$ cat config.mk
export PLATFORM = sky130hd
export DESIGN_NAME = alu_core
export DESIGN_NICKNAME = d
export VERILOG_FILES = /design/src/rtl/alu_pkg.sv /design/src/rtl/alu_addsub.sv /design/src/rtl/alu_logic.sv /design/src/rtl/alu_core.sv
export SDC_FILE = /design/constraint.sdc
export NUM_CORES = 1
export LEC_CHECK = 0
export BUFFER_PORTS_ARGS = -buffer_cell sky130_fd_sc_hd__buf_2
export CAP_MARGIN = 20
export CORE_UTILIZATION = 41
export DETAILED_ROUTE_END_ITERATION = 12
export GPL_TIMING_DRIVEN = 1
export PLACE_DENSITY_LB_ADDON = 0.3
export SYNTH_ARGS = -nofsm -noshare
export SYNTH_HDL_FRONTEND = slang
export SYNTH_HIERARCHICAL = 1
export SYNTH_SLANG_ARGS = --single-unit
$ cat constraint.sdc
create_clock -name vclk -period 18.8
set_clock_uncertainty 0.1 [all_clocks]
set_input_delay 0.94 -clock vclk [all_inputs]
set_output_delay 0.94 -clock vclk [all_outputs]
set_load 0.01 [all_outputs]
$ cat src/rtl/alu_pkg.sv
package alu_pkg;

    typedef enum logic [2:0] {
        OP_ADD  = 3'b000,
        OP_SUB  = 3'b001,
        OP_AND  = 3'b010,
        OP_OR   = 3'b011,
        OP_XOR  = 3'b100,
        OP_NOR  = 3'b101,
        OP_RSV6 = 3'b110,
        OP_RSV7 = 3'b111
    } alu_op_e;

    typedef enum logic [1:0] {
        LG_AND = 2'd0,
        LG_OR  = 2'd1,
        LG_XOR = 2'd2,
        LG_NOR = 2'd3
    } logic_fn_e;

endpackage

$ cat src/rtl/alu_addsub.sv
module alu_addsub #(
    parameter int W = 32
) (
    input  logic [W-1:0] a,
    input  logic [W-1:0] b,
    input  logic         sub,
    output logic [W-1:0] sum,
    output logic         cout,
    output logic         ovf
);
    localparam int MSB = W - 1;

    logic [W-1:0] b_x;
    logic [W:0]   chain;

    assign b_x      = b ^ {W{sub}};
    assign chain[0] = sub;

    for (genvar i = 0; i < W; i++) begin : g_fa
        assign sum[i]     = a[i] ^ b_x[i] ^ chain[i];
        assign chain[i+1] = (a[i] & b_x[i]) | ((a[i] | b_x[i]) & chain[i]);
    end

    assign cout = chain[W];

    always_comb begin
        if (sub) begin
            ovf = (~a[MSB] &  b[MSB] &  sum[MSB]) |
                  ( a[MSB] & ~b[MSB] & ~sum[MSB]);
        end else begin
            ovf = (~a[MSB] & ~b[MSB] &  sum[MSB]) |
                  ( a[MSB] &  b[MSB] & ~sum[MSB]);
        end
    end
endmodule

$ cat src/rtl/alu_logic.sv
module alu_logic
    import alu_pkg::*;
#(
    parameter int W = 32
) (
    input  logic [W-1:0] a,
    input  logic [W-1:0] b,
    input  logic_fn_e    fn,
    output logic [W-1:0] y
);
    for (genvar i = 0; i < W; i++) begin : g_bit
        always_comb begin
            unique case (fn)
                LG_AND:  y[i] =   a[i] & b[i];
                LG_OR:   y[i] =   a[i] | b[i];
                LG_XOR:  y[i] =   a[i] ^ b[i];
                LG_NOR:  y[i] = ~(a[i] | b[i]);
                default: y[i] = 1'b0;
            endcase
        end
    end
endmodule

$ cat src/rtl/alu_core.sv
module alu_core
    import alu_pkg::*;
#(
    parameter int W = 32
) (
    input  logic [W-1:0] opnd_a,
    input  logic [W-1:0] opnd_b,
    input  logic [2:0]   op_sel,
    output logic [W-1:0] result,
    output logic         carry_o,
    output logic         ovf_o,
    output logic         zero_o,
    output logic         neg_o
);
    localparam int MSB = W - 1;

    alu_op_e      op;
    logic         is_sub;
    logic_fn_e    lfn;
    logic [W-1:0] arith_y;
    logic [W-1:0] logic_y;
    logic         arith_c;
    logic         arith_v;

    assign op     = alu_op_e'(op_sel);
    assign is_sub = (op == OP_SUB);

    always_comb begin
        unique case (op)
            OP_OR:   lfn = LG_OR;
            OP_XOR:  lfn = LG_XOR;
            OP_NOR:  lfn = LG_NOR;
            default: lfn = LG_AND;
        endcase
    end

    alu_addsub #(.W(W)) u_addsub (
        .a    (opnd_a),
        .b    (opnd_b),
        .sub  (is_sub),
        .sum  (arith_y),
        .cout (arith_c),
        .ovf  (arith_v)
    );

    alu_logic #(.W(W)) u_logic (
        .a  (opnd_a),
        .b  (opnd_b),
        .fn (lfn),
        .y  (logic_y)
    );

    always_comb begin
        result  = '0;
        carry_o = 1'b0;
        ovf_o   = 1'b0;
        unique case (op)
            OP_ADD, OP_SUB: begin
                result  = arith_y;
                carry_o = arith_c;
                ovf_o   = arith_v;
            end
            OP_AND, OP_OR, OP_XOR, OP_NOR: result = logic_y;
            default: result = '0;
        endcase
    end

    assign zero_o = ~|result;
    assign neg_o  = result[MSB] ^ ovf_o;
endmodule

# --- Word level (Yosys, flattened, before mapping) ---
# Index checks and enable logic that the tools add are counted.
# W data, S select, Z words.
op_classes:
  muxes: 37
  n_reduce_logical: 6
  n_eq_ne: 8
  n_bitwise: 334
op_table:
  columns: ["operator", "n"]
  rows:
  - ["$pmux W1 S4", 32]
  - ["$and A1 B1 Y1", 103]
  - ["$or A1 B1 Y1", 98]
  - ["$xor A1 B1 Y1", 97]
  - ["$pmux W32 S2", 1]
  - ["$not A1 Y1", 35]
  - ["$reduce_or A32 Y1", 1]
  - ["$xor A32 B32 Y32", 1]
  - ["$eq A3 B2 Y1 const B", 2]
  - ["$eq A3 B3 Y1 const B", 2]
  - ["$pmux W2 S3", 1]
  - ["$eq A2 B2 Y1 const B", 2]
  - ["$reduce_or A4 Y1", 1]
  - ["$eq A3 B1 Y1 const B", 1]
  - ["$logic_not A3 Y1", 1]
  - ["$mux W1", 3]
  - ["$eq A2 B1 Y1 const B", 1]
  - ["$logic_not A2 Y1", 1]
  - ["$reduce_or A2 Y1", 1]
  - ["$logic_not A1 Y1", 1]
totals:
  register_bits: 0
  output_inout_bits: 36
  in_bits: 67
  wordCells: 385

# --- Logic depth before layout (Yosys ltp) ---
# Gate-level depths: netlist of run 1.
logic_depth:
  word_depth: 72
  mapped_depth: 44
  mapped_depth_nobuf: 42

# --- Cells and area by module ---
# The synthesis of run 1 kept the hierarchy.
by_module_without_submodules:
  columns: ["mod", "cells_each", "area_each_um2", "seq_area_each_um2", "instances"]
  rows:
  - ["alu_logic", 305, 2122.0, 0.0, 1]
  - ["alu_addsub", 129, 1198.6, 0.0, 1]
  - ["alu_core", 99, 638.1, 0.0, 1]

# --- Worst setup path after synthesis of run 1 ---
# Ideal clock, no wire load.
synth_timing:
  path_kind: "input-to-output"
  from: "in op_sel[1]"
  to: "out neg_o"
  arrival_time_ns: 13.609
  path_slack_ns: 4.151
  path_stages: 43
  path_cell_list: "inv_1 -> and3_1 -> buf_4 -> buf_6 -> xor2_1 -> fa_1 -> fa_1 -> fa_1 -> inv_1 -> fa_1 -> fa_1 -> fa_1 -> fa_1 -> fa_1 -> fa_1 -> fa_1 -> fa_1 -> fa_1 -> [7 not listed] -> fa_1 -> fa_1 -> fa_1 -> fa_1 -> fa_1 -> fa_1 -> fa_1 -> fa_1 -> fa_1 -> fa_1 -> fa_1 -> fa_1 -> fa_1 -> fa_1 -> or2_2 -> mux2i_1 -> and2_1 -> xor2_1"
synth_via:
  elab_chain_len: 72
  elab_cells_between_ends: 152
  cone_classes: "eq/ne (8); mux (5); bitwise (135); reduce/logical (4)"
synth_lines:
  columns: ["item", "line", "text"]
  rows:
  - ["from (decl)", "alu_core.sv:8", "input logic [2:0] op_sel,"]
  - ["$eq A3 B1 Y1 *", "alu_core.sv:26", "assign is_sub = (op == OP_SUB);"]
  - ["net is_sub", "alu_core.sv:18", "logic is_sub;"]
  - ["$xor A32 B32 Y32", "alu_addsub.sv:16", "assign b_x = b ^ {W{sub}};"]
  - ["$or A1 B1 Y1", "alu_addsub.sv:21", "assign chain[i+1] = (a[i] & b_x[i]) | ((a[i] | b_x[i]) & chain[i]);"]
  - ["$and A1 B1 Y1", "alu_addsub.sv:21", null]
  - ["$or A1 B1 Y1", "alu_addsub.sv:21", null]
  - ["$and A1 B1 Y1", "alu_addsub.sv:21", null]
  - ["$or A1 B1 Y1", "alu_addsub.sv:21", null]
  - ["[59 not listed]", null, null]
  - ["$not A1 Y1", "alu_addsub.sv:29, alu_addsub.sv:32", null]
  - ["$and A1 B1 Y1 (on tied branches)", "alu_addsub.sv:32, alu_addsub.sv:29", null]
  - ["$or A1 B1 Y1 (on tied branches)", "alu_addsub.sv:31, alu_addsub.sv:28", null]
  - ["$mux W1 *", "alu_addsub.sv:27", "if (sub) begin"]
  - ["net arith_v", "alu_core.sv:23", "logic arith_v;"]
  - ["$mux W1 *", "alu_core.sv:57", "unique case (op)"]
  - ["net ovf_o", "alu_core.sv:11", "output logic ovf_o,"]
  - ["$xor A1 B1 Y1 *", "alu_core.sv:69", "assign neg_o = result[MSB] ^ ovf_o;"]
  - ["to (decl)", "alu_core.sv:13", "output logic neg_o"]
# Mark *: on every way through the listed nets, which the timed path passes. The rest lies on a longest branch.

# --- Final worst setup path of run 1 ---
layout_timing:
  from: "in op_sel[1]"
  to: "out zero_o"
layout_via:
  elab_chain_len: 69
  elab_cells_between_ends: 237
  cone_classes: "eq/ne (8); mux (34); bitwise (189); reduce/logical (6)"
layout_lines:
  columns: ["item", "line", "text"]
  rows:
  - ["$eq A3 B1 Y1 *", "alu_core.sv:26", null]
  - ["net is_sub", "alu_core.sv:18", null]
  - ["$xor A32 B32 Y32", "alu_addsub.sv:16", null]
  - ["$or A1 B1 Y1", "alu_addsub.sv:21", null]
  - ["$and A1 B1 Y1", "alu_addsub.sv:21", null]
  - ["$or A1 B1 Y1", "alu_addsub.sv:21", null]
  - ["$and A1 B1 Y1", "alu_addsub.sv:21", null]
  - ["$or A1 B1 Y1", "alu_addsub.sv:21", null]
  - ["[55 not listed]", null, null]
  - ["$or A1 B1 Y1", "alu_addsub.sv:21", null]
  - ["$and A1 B1 Y1", "alu_addsub.sv:21", null]
  - ["$or A1 B1 Y1", "alu_addsub.sv:21", null]
  - ["$xor A1 B1 Y1 *", "alu_addsub.sv:20", "assign sum[i] = a[i] ^ b_x[i] ^ chain[i];"]
  - ["net arith_y[31]", "alu_core.sv:20", "logic [W-1:0] arith_y;"]
  - ["$pmux W32 S2 *", "alu_core.sv:57", null]
  - ["$reduce_or A32 Y1 *", "alu_core.sv:68", "assign zero_o = ~|result;"]
  - ["$logic_not A1 Y1 *", "alu_core.sv:68", null]
  - ["to (decl)", "alu_core.sv:12", "output logic zero_o,"]
# Marks and branches as above.

==> summary.md, run 1 <==
| Metric | Value |
|---|---|
| FP Rows | `35` |
| First-pass GRT wire length | `15.7 mm` |
| Worst path bufs/invs | `8` |
| Xor and xnor fraction of the mapped netlist area | `0.0771` |
| Cell count after synthesis | `533` |
| I/O Buffers | `103` |
| Drt via density | `4.89` |
| Largest fanout on the critical path | `32` |
| Slew headroom | `0.421` |
| Clkbuf count | `0` |
| Synth Area in Adders | `0.369` |
| Sequential cell count | `0` |
| Share of cells above drive strength 1 | `0.192` |
| Tmin final | `15.78 ns` |
| Filler cells | `994` |
| Setup TNS | `0 ns` |
| Cell Pwr Density | `30.8 nW/um^2` |
| Die area | `10100 sq um` |
| Leak Pwr | `2.54 nW` |
| Routability cong. | `0.826` |
| Reg area | `0 sq um` |
| Largest net degree at the start of global routing | `97` |
| Type of origin of the critical path | `primary input` |
| Post-synthesis simple-gate area fraction | `0.192` |
| Routed WL | `9.26 mm` |
| Cell Area, Placed | `4450 sq um` |
| Final Net Count | `777` |
| Largest family of logic cells by synthesized area | `adder cells` |
| Final setup fails | `0` |
| Hold path start | `opnd_a[0]` |
| Netlist Area Pre-Place | `3960 sq um` |
| Global route total overflow | `0` |
| Slowest cell on crit path | `fa_1` |
| Synth Area in Compound Gates | `0.178` |
| Final slew viol count | `0` |
| Worst hold stages | `5` |
| Post-CTS sizing | `0` |
| Hold_ws | `2.32 ns` |
| Die height | `100 um` |
| Core Util, Final | `0.479` |
| Synth warn | `6` |
| Synth-to-Final Area Change | `12.3%` |
| Non-Filler Instances | `739` |
| Share of the yosys chip area belonging to registers | `0` |
| WP data arrival | `14.74 ns` |
| First DRT Iteration DRCs | `90` |
| Worst Hold Class | `primary input to output port` |
| Vias in the first global route | `3502` |
| Routed wire per std cell | `12.5 um` |
| RSZ-0062 raised after global routing | `false` |
| I/O pin count | `103` |
| Starting Density | `0.426` |
| Syn_nets | `698` |
| Most frequent CP cell | `fa_1` |
| Die Wd | `100 um` |
| Antenna-violating nets left | `0` |
| Final Hold Viols | `0` |
| Max_cap viols | `0` |
| Maximum vdd drop | `0.0157 mV` |
| CP Capture Type | `output port` |
| N_diodes | `0` |
| Max Fclk | `0.0634 GHz` |
| Top cell family by delay on the critical path | `adder cells` |
| Post-route clock period utilization | `0.840` |
| Final HPWL DP | `7.24 mm` |
| Hold Buf Count CTS | `0` |
| DR vias | `3614` |
| Max incr delay on CP | `0.53 ns` |
| Setup bufs post-CTS | `0` |
| First drt pass iteration count | `4` |
| Worst Hold End | `result[0]` |
| Inst Count DP | `739` |
| Core ar. | `9280 sq um` |
| Initial antenna violation count | `0` |
| Setup Crit Path Kind | `primary input to output port` |
| Total track usage | `0.185` |
| Mux contribution to synthesized area | `0.00537` |
| CP Depth | `45` |
| Post-Syn Area per Cell | `7.43 sq um` |
| Final instance area | `4450 sq um` |
| Post-synthesis cell type count | `28` |
| Number of remaining DRC errors | `0` |
| Critical path required time | `17.76 ns` |
| Outcome | `completed` |
| Worst slew pin tran | `0.868 ns` |
[kinds of logic (layout without fill, tap and decap cells)]
family / after synthesis / count (layout)
and+or+nand+nor: 139 / 139
adders and majority gates: 98 / 98
AOI/OAI and AO/OA: 104 / 104
xor gates and xnor gates: 34 / 34
muxes: 2 / 2
buffers and inverters: 156 / 233
[per-layer routing]
metal  vias up  global-route usage  wire [um]
met5         -                   0          0
met4         0              0.0111         65
met3         5             0.00139        375
met2       101               0.330       4370
met1      1679               0.263       4450
li1       1829                   -          -
[power by group]
part	leakage (nW)	internal, mW	total (mW)	switching (mW)
logic	2.54	0.0584	0.137	0.0783
clock network	0	0	0	0
registers	0	0	0	0
total	2.54	0.0584	0.137	0.0783
[synthesized netlist by cell type (all sizes together)]
cell type,instances,share of area
a21oi,36,0.046
a22oi,32,0.063
a41oi,4,0.0088
and2,3,0.0047
and2b,10,0.019
and3,1,0.0016
and4,1,0.0022
buf,21,0.048
clkbuf,11,0.013
fa,31,0.16
ha,67,0.21
inv,124,0.12
mux2,1,0.0028
mux2i,1,0.0025
nand2,1,0.00095
nor2,32,0.030
nor2b,54,0.085
nor3,32,0.040
nor4,4,0.0063
o21bai,32,0.061
or2,1,0.0016
xnor2,27,0.062
xor2,7,0.015
[placed cells by master (no fill, tap or decap), drive strengths merged]
cell type and instances:
a21oi 36, a22oi 32, a41oi 4, and2 3, and2b 10, and3 1
and4 1, buf 109, fa 31, ha 67, inv 124, mux2 1
mux2i 1, nand2 1, nor2 32, nor2b 54, nor3 32, nor4 4
o21bai 32, or2 1, xnor2 27, xor2 7
[metrics by stage]
step                power (mW)  setup slack, ns
floorplan               0.0980             4.15
global placement         0.132             3.32
detailed placement       0.137             3.02
CTS                      0.138             2.99
global route             0.157             2.45
finish                   0.137             3.02
[worst max path at each step]
| stage | startpoint | end |
|---|---|---|
| 6_report | op_sel[1] | zero_o |
| 5_1_grt | op_sel[1] | zero_o |
| 3_3_place_gp | op_sel[1] | zero_o |
| 3_5_place_dp | op_sel[1] | zero_o |
| 2_1_floorplan | op_sel[1] | neg_o |
| 4_1_cts | op_sel[1] | zero_o |
[layout make-up]
| cell class | count | area (sq um) | area share |
|---|---|---|---|
| Inverter | 124 | 465 | 0.105 |
| Timing Repair Buffer | 109 | 561 | 0.126 |
| Multi-Input combinational cell | 377 | 3260 | 0.733 |
| Tap cell | 129 | 161 | 0.0363 |
(Power assumes the default switching activity.)
==> inputs of run 2 (changes only) <==
clock period = 14.5 ns   (was 18.8 ns; I/O delays follow)
==> summary.md, run 2 (same netlist as run 1, synthesis figures left out) <==
| Metric | Value |
|---|---|
| I/O pin count | `103` |
| Cell Pwr Density | `40.1 nW/um^2` |
| Hold_ws | `1.88 ns` |
| Wl on met1 | `4.26 mm` |
| Maximum vdd drop | `0.0199 mV` |
| Worst setup path start | `op_sel[1]` |
| WP data arrival | `13.24 ns` |
| Hold Buf Count CTS | `0` |
| Starting Density | `0.426` |
| First drt pass iteration count | `4` |
| Commonest non-fill, non-tap cell in the layout | `inv_1` |
| Met3 WL | `361 um` |
| Total power | `0.184 mW` |
| Drt via density | `4.85` |
| RSZ-0062 raised after global routing | `false` |
| WL met2 | `4.44 mm` |
| Final slew viol count | `0` |
| Vias in the first global route | `3397` |
| N_diodes | `0` |
| Cell Area, Placed | `4490 sq um` |
| Setup ws final | `0.440 ns` |
| Largest net degree at the start of global routing | `97` |
| Post-route clock period utilization | `0.970` |
| Worst Hold Class | `primary input to output port` |
| Final setup fails | `0` |
| Total track usage | `0.180` |
| Reg area | `0 sq um` |
| CP Capture Type | `output port` |
| Outcome | `completed` |
| Routed WL | `9.11 mm` |
| Core ar. | `9280 sq um` |
| Top Metal Used | `met4` |
| Tmin final | `14.06 ns` |
| Largest fanout on the critical path | `4` |
| Final instance area | `4580 sq um` |
| Share of cells above drive strength 1 | `0.236` |
| Number of remaining DRC errors | `0` |
| Synth-to-Final Area Change | `15.7%` |
| Critical path required time | `13.68 ns` |
| Final Hold Viols | `0` |
| Routed wire per std cell | `12.2 um` |
| Type of origin of the critical path | `primary input` |
| Max Fclk | `0.0711 GHz` |
| Die Wd | `100 um` |
| Die height | `100 um` |
| Max_cap viols | `0` |
| I/O Buffers | `103` |
| First DRT Iteration DRCs | `119` |
| Antenna-violating nets left | `0` |
| Setup Crit Path Kind | `primary input to output port` |
| Final HPWL DP | `7.14 mm` |
| Worst slew pin tran | `0.848 ns` |
| Leak Pwr | `2.57 nW` |
| Die area | `10100 sq um` |
| Max incr delay on CP | `0.50 ns` |
| Clkbuf count | `0` |
| Final Net Count | `785` |
| First-pass GRT wire length | `15.2 mm` |
| Most frequent cells in the layout | `124 x inv_1, 103 x buf_2, 66 x ha_1, 54 x nor2b_1, 36 x a21oi_1` |
| Most frequent CP cell | `fa_2` |
| Routability cong. | `0.828` |
| Worst setup endpoint | `zero_o` |
| Global route total overflow | `0` |
| DP Worst Slack | `-0.288 ns` |
| Sequential cell count | `0` |
| Slowest cell on crit path | `fa_1` |
| DR vias | `3624` |
| Slew headroom | `0.435` |
| FP Rows | `35` |
| Initial antenna violation count | `0` |
[run 2: cell types whose count changed in the layout (fill, tap and decap cells not counted), sizes merged]
cell / before / now
buf: 109 / 117
[run 2: per-stage QoR]
step	instances	setup TNS [ns]	utilization
after floorplan	533	0	-
after CTS	745	0	0.487
after global placement	745	-0.0755	0.484
after detailed placement	745	-0.640	0.484
after global routing	747	0	0.494
final	747	0	0.494
[run 2: metal layers]
layer / up-vias / GRT usage
met5: - / 0
met4: 0 / 0.0178
met3: 4 / 0.00348
met2: 98 / 0.334
met1: 1680 / 0.240
li1: 1842 / -
[run 2: cell type report]
class                      instances  area [sq um]
timing repair buffer             117           628
multi-input combinational        377          3330
fill                             952          4700
tap                              129           161
inverter                         124           465
[run 2: repair_timing]
action,4_1_cts,5_1_grt
endpoints found under the hold margin,0,0
setup endpoints to repair,3,4
gates resized for setup,9,13
pin swaps,1,4
setup buffers,0,1
[run 2: report_power, final]
group | leakage (nW) | switching (mW) | internal, mW
Combinational | 2.57 | 0.103 | 0.0810
Sequential | 0 | 0 | 0
Clock | 0 | 0 | 0
[run 2: worst max-delay path, delay by kind of cell]
kind                       cells  cell delay, ns
adders and majority gates     31           10.81
and+or+nand+nor                3            0.67
buffers and inverters          7            0.55
AOI/OAI and AO/OA              2            0.31
xor gates and xnor gates       1            0.17
[run 2: worst min-delay path by stage]
stage                           from         to  slack, ns  cells past startpoint
after floorplan            op_sel[2]  result[0]       1.60                      2
after global placement    opnd_a[31]      ovf_o       1.89                      5
after detailed placement  opnd_a[31]      ovf_o       1.90                      5
after CTS                 opnd_a[31]      ovf_o       1.90                      5
after global routing      opnd_a[31]      ovf_o       1.91                      5
final                     opnd_a[31]      ovf_o       1.88                      5
